<file path="src/rtl/rstc_pkg.sv">
package rstc_pkg;

  // Number of host clocks in a settle interval
  function automatic int unsigned settle_cycles(input int unsigned ms,
                                                input int unsigned per_ms);
    return ms * per_ms;
  endfunction

endpackage

</file>
<file path="src/rtl/rstc_pin_qual.sv">
// Synchronises the active-low reset pin and qualifies its minimum low width.
module rstc_pin_qual #(
  parameter int unsigned SYNC_STAGES = 2,
  parameter int unsigned MIN_LOW     = 2
) (
  input  logic clk,
  input  logic por,
  input  logic pin_n,
  output logic qual_o
);
  localparam int unsigned CW = $clog2(MIN_LOW + 1);
  localparam logic [CW-1:0] MIN_V = CW'(MIN_LOW);

  logic [SYNC_STAGES-1:0] sync_q;
  logic [CW-1:0]          low_run;
  logic [CW-1:0]          low_run_nxt;
  logic                   sync_last;

  assign sync_last   = sync_q[SYNC_STAGES-1];
  assign low_run_nxt = (low_run == MIN_V) ? low_run : low_run + 1'b1;

  always_ff @(posedge clk) begin
    if (por) begin
      sync_q  <= '0;
      low_run <= MIN_V;
      qual_o  <= 1'b1;
    end else begin
      sync_q <= {sync_q[SYNC_STAGES-2:0], pin_n};
      if (!sync_last) begin
        low_run <= low_run_nxt;
        qual_o  <= (low_run_nxt >= MIN_V);
      end else begin
        low_run <= '0;
        qual_o  <= 1'b0;
      end
    end
  end

  AST_SHORT_PULSE_IGNORED: assert property (@(posedge clk) disable iff (por)
    $rose(qual_o) |-> ($past(!sync_last, 1) && $past(!sync_last, 2)));

  AST_QUAL_DROPS_ON_HIGH: assert property (@(posedge clk) disable iff (por)
    sync_last |=> !qual_o);

endmodule

</file>
<file path="src/rtl/rstc_settle_timer.sv">
// One scope: registered reset follows the request, ready after a quiet interval.
module rstc_settle_timer #(
  parameter int unsigned SETTLE_CYC = 300000
) (
  input  logic clk,
  input  logic por,
  input  logic req,
  output logic rst_o,
  output logic ready_o
);
  localparam int unsigned CW = $clog2(SETTLE_CYC + 1);
  localparam logic [CW-1:0] LAST = CW'(SETTLE_CYC - 1);

  logic [CW-1:0] cnt;

  always_ff @(posedge clk) begin
    if (por) begin
      cnt     <= '0;
      rst_o   <= 1'b1;
      ready_o <= 1'b0;
    end else if (req) begin
      cnt     <= '0;
      rst_o   <= 1'b1;
      ready_o <= 1'b0;
    end else begin
      rst_o <= 1'b0;
      if (!ready_o) begin
        if (cnt == LAST) ready_o <= 1'b1;
        else             cnt     <= cnt + 1'b1;
      end
    end
  end

  AST_READY_EXCLUSIVE: assert property (@(posedge clk) disable iff (por)
    !(rst_o && ready_o));

  AST_REQ_RESTARTS: assert property (@(posedge clk) disable iff (por)
    req |=> (rst_o && !ready_o));

  AST_READY_AFTER_QUIET: assert property (@(posedge clk) disable iff (por)
    $rose(ready_o) |-> $past(!req));

endmodule

</file>
<file path="src/rtl/rstc_scope_ctrl.sv">
module rstc_scope_ctrl #(
  parameter int unsigned NUM_CH      = 4,
  parameter int unsigned CLK_PER_MS  = 100000,
  parameter int unsigned SETTLE_MS   = 3,
  parameter int unsigned MIN_LOW_CYC = 2,
  parameter int unsigned SYNC_STAGES = 2
) (
  input  logic              clk,
  input  logic              por,
  input  logic              hw_rst_n,
  input  logic [NUM_CH-1:0] chan_sw_rst,
  input  logic              blk_sw_rst,
  output logic              core_rst_o,
  output logic              core_ready_o,
  output logic [NUM_CH-1:0] chan_rst_o,
  output logic [NUM_CH-1:0] chan_ready_o
);
  import rstc_pkg::*;

  localparam int unsigned SETTLE_CYC = settle_cycles(SETTLE_MS, CLK_PER_MS);

  logic              hw_q;
  logic [NUM_CH-1:0] chan_req;

  rstc_pin_qual #(
    .SYNC_STAGES (SYNC_STAGES),
    .MIN_LOW     (MIN_LOW_CYC)
  ) u_pin (
    .clk    (clk),
    .por    (por),
    .pin_n  (hw_rst_n),
    .qual_o (hw_q)
  );

  // Core scope: hardware source only
  rstc_settle_timer #(.SETTLE_CYC(SETTLE_CYC)) u_core (
    .clk     (clk),
    .por     (por),
    .req     (hw_q),
    .rst_o   (core_rst_o),
    .ready_o (core_ready_o)
  );

  // Channel scopes: hardware, block-wide software and own software bit
  for (genvar i = 0; i < NUM_CH; i++) begin : g_chan
    assign chan_req[i] = hw_q | blk_sw_rst | chan_sw_rst[i];

    rstc_settle_timer #(.SETTLE_CYC(SETTLE_CYC)) u_timer (
      .clk     (clk),
      .por     (por),
      .req     (chan_req[i]),
      .rst_o   (chan_rst_o[i]),
      .ready_o (chan_ready_o[i])
    );
  end

  AST_SW_SPARES_CORE: assert property (@(posedge clk) disable iff (por)
    ((blk_sw_rst || (|chan_sw_rst)) && !hw_q && core_ready_o) |=> core_ready_o);

  AST_HW_HITS_ALL: assert property (@(posedge clk) disable iff (por)
    hw_q |=> ((&chan_rst_o) && core_rst_o && !core_ready_o));

endmodule

</file>
<file path="config.mk">
export PLATFORM = sky130hd
export DESIGN_NAME = rstc_scope_ctrl
export DESIGN_NICKNAME = d
export VERILOG_FILES = /design/src/rtl/rstc_pkg.sv /design/src/rtl/rstc_pin_qual.sv /design/src/rtl/rstc_settle_timer.sv /design/src/rtl/rstc_scope_ctrl.sv
export SDC_FILE = /design/constraint.sdc
export NUM_CORES = 1
export LEC_CHECK = 0
export CAP_MARGIN = 15
export CORE_ASPECT_RATIO = 0.5
export CORE_MARGIN = 4
export CORE_UTILIZATION = 40
export DETAILED_ROUTE_END_ITERATION = 16
export PLACE_DENSITY = 0.65
export SLEW_MARGIN = 20
export SYNTH_ARGS = -nofsm -noshare
export SYNTH_HDL_FRONTEND = slang
export SYNTH_HIERARCHICAL = 1
export SYNTH_SLANG_ARGS = --single-unit
</file>
<file path="constraint.sdc">
create_clock -name clk -period 5.5 [get_ports clk]
set_input_delay 1.1 -clock clk [delete_from_list [all_inputs] [get_ports clk]]
set_output_delay 1.1 -clock clk [all_outputs]
set_load 0.005 [all_outputs]
</file>
==> impl_metrics.json <==
{
  "antenna_found_initial": 0,
  "r2r_slack_ps": 2830,
  "hold_depth": 1,
  "seq_area_um2": 2182,
  "timing.final.crit_share": 0.6452,
  "routabilityCongestion": 0.7583,
  "crit_path_end": "g_chan[1].u_timer/cnt[13]$_SDFFE_PP0P_",
  "nNetsFinal": 628,
  "startpoint": "blk_sw_rst",
  "syn_nets": 610,
  "rsz0062_at_grt": "no",
  "cts_buffer_depth": 2,
  "post_cts_buffers": 0,
  "route.detailed.drc": 0,
  "start_kind": "input pin",
  "path_max_fanout": 19,
  "fin_crit_ps": 3549,
  "drt_iter0_markers": 262,
  "reg2reg_from": "u_pin/low_run[1]$_SDFF_PP1_",
  "powerDensity_nw_per_um2": 253.2,
  "layout_commonest_cell": "dfxtp_1",
  "status": "completed",
  "fin_util": 0.4628,
  "cts_sinks": 109,
  "dpl.hpwl_um": 7141,
  "hold_ws_ps": 458.0,
  "finalSetupViolCount": 0,
  "synthCells": 596,
  "die_h_um": 88.80,
  "synth-seq-cells": 109,
  "grt_usage": 0.1423,
  "ant_nets": 0,
  "fmax_mhz": 281.8,
  "end_kind": "register",
  "grt_pass1_vias": 3931,
  "fin_worst_skew_ps": 9.025,
  "drive_gt1_frac": 0.06624,
  "ys_seq_area_frac": 0.4178,
  "hold_viol": 0,
  "final_max_slew_viol_count": 0,
  "finalInstanceArea_um2": 5877,
  "grt_first_pass_wirelength_um": 18100,
  "nFillCells": 1224,
  "ys_types": 38,
  "worstSkewPairLatency_ps": 340,
  "via_per_inst": 5.437,
  "routedWlPerCell_um": 12.91,
  "ir_drop_v": 0.0001491,
  "grt_max_degree": 20,
  "htreeDepth": 3,
  "yosys_warnings": 6,
  "start_util": 0.4112,
  "wl_um": 10180,
  "netlist_area_um2": 5223,
  "synth_edf_count": 0,
  "synth.avg_cell_area_um2": 8.763,
  "clk_pin_slew_worst_paths_ps": 70,
  "pre_cts_slack_ps": 1649,
  "drv_cap": 0,
  "layout_common_cells": "dfxtp_1, nor2_1, a21oi_1",
  "diodes": 0,
  "setup_ws_ps": 1951,
  "area_delta_synth_final_pct": 12.53,
  "r2r-end": "g_chan[1].u_timer/cnt[13]$_SDFFE_PP0P_",
  "async_flop_share": 0,
  "path_class": "in2reg",
  "hp-class": "reg2reg",
  "ios": 18,
  "hold_buffers": 0,
  "setup_tns_ps": 0,
  "dieArea_um2": 15060,
  "cts_root_buf": "clkbuf_16",
  "cp.arrival_ps": 3830,
  "multi_input_area_um2": 2917,
  "cts_buffers": 9,
  "die_w_um": 169.6,
  "dr.pass1.iters": 4,
  "ys.flop_type": "dfxtp_1",
  "cts_resized": 0,
  "io_buffers": 17,
  "dr_total_vias": 4290,
  "dpl_cell_area_um2": 5568,
  "cts_tree": "built",
  "maxSlewHeadroom": 0.5674,
  "tightest_slew_ps": 646.5,
  "core_area_um2": 12700,
  "r2r_cells": 5,
  "worstPathRequired_ps": 5780,
  "rows": 29,
  "grt_overflow": 0,
  "p_leak_nw": 1.937
}
==> registers in the layout, indices dropped and copies added, names as in the netlist <==
signal,count
g_chan.u_timer/cnt,76
u_core/cnt,19
g_chan.u_timer/ready_o,4
g_chan.u_timer/rst_o,4
u_pin/low_run,2
u_pin/sync_q,2
u_core/ready_o,1
u_core/rst_o,1
==> stage by stage <==
| step | instances | power (mW) |
|---|---|---|
| final | 789 | 1.488 |
| after CTS | 789 | 1.517 |
| after detailed placement | 773 | 0.8409 |
| after global routing | 789 | 1.548 |
| after global placement | 773 | 0.8404 |
| after floorplan | 596 | 0.8282 |
==> layer usage <==
metal  global-route usage  part of all wire  vias up  routed length (µm)
met3              0.03793             0.024        4                 241
met2               0.2337              0.46       27                4685
met5                    0                 0        -                   0
li1                     -                 -     2247                   -
met1               0.1877              0.51     2012                5204
met4              0.03871            0.0052        0                  53
==> Yosys cell counts, types with 15 or more instances <==
cell type | instances | area [µm²]
o211ai_1 | 15 | 112.6
nand4_1 | 20 | 125.1
nor2_1 | 50 | 187.7
or3_1 | 19 | 118.9
dfxtp_1 | 109 | 2182
nor3_1 | 15 | 75.07
nand3_1 | 35 | 175.2
nand2_1 | 40 | 150.1
a21oi_1 | 50 | 250.2
and3_1 | 20 | 125.1
o21ai_0 | 25 | 125.1
inv_1 | 18 | 67.56
xnor2_1 | 15 | 131.4
xor2_1 | 20 | 175.2
==> worst max-delay path, cell delays in order <==
cell,delay [ps]
clkdlybuf4s50_1,450
or3_1,390
nor2_1,520
clkinv_1,640
or4_1,650
nand2_1,70
==> cell families (layout without fill, tap and decap cells) <==
logic type / after synthesis / in the layout / synth area share
and+or+nand+nor: 297 / 297 / 0.3534
AOI/OAI and AO/OA: 116 / 116 / 0.1320
DFF: 109 / 109 / 0.4178
xor gates and xnor gates: 35 / 35 / 0.05870
buffers and inverters: 33 / 56 / 0.02372
adders and majority gates: 6 / 6 / 0.01437
==> cell type report <==
class / instances / share of cell area
clock buffers: 11 / 0.04130
clock inverters: 5 / 0.01128
inverters: 23 / 0.01469
multi-input cells: 454 / 0.4963
flip-flops and latches: 109 / 0.3713
well taps: 170 / 0.03619
repair buffers: 17 / 0.02895
==> worst min-delay path by stage <==
stage	slack, ps	endpoint	from
floorplan	410	u_pin/low_run[0]$_SDFF_PP0_	u_pin/sync_q[1]$_SDFF_PP0_
global placement	430	u_pin/sync_q[1]$_SDFF_PP0_	u_pin/sync_q[0]$_SDFF_PP0_
detailed placement	450	u_pin/sync_q[1]$_SDFF_PP0_	u_pin/sync_q[0]$_SDFF_PP0_
CTS	470	u_pin/sync_q[1]$_SDFF_PP0_	u_pin/sync_q[0]$_SDFF_PP0_
global route	480	u_pin/low_run[0]$_SDFF_PP0_	u_pin/sync_q[1]$_SDFF_PP0_
finish	460	u_pin/sync_q[1]$_SDFF_PP0_	u_pin/sync_q[0]$_SDFF_PP0_
==> where the power goes <==
part	internal [mW]	total [mW]	switching [mW]
combinational	0.0114	0.0243	0.0129
clock	0.373	0.666	0.294
sequential	0.793	0.797	0.00401
total	1.18	1.49	0.311
Note: power is estimated with default switching activity, not from simulation.
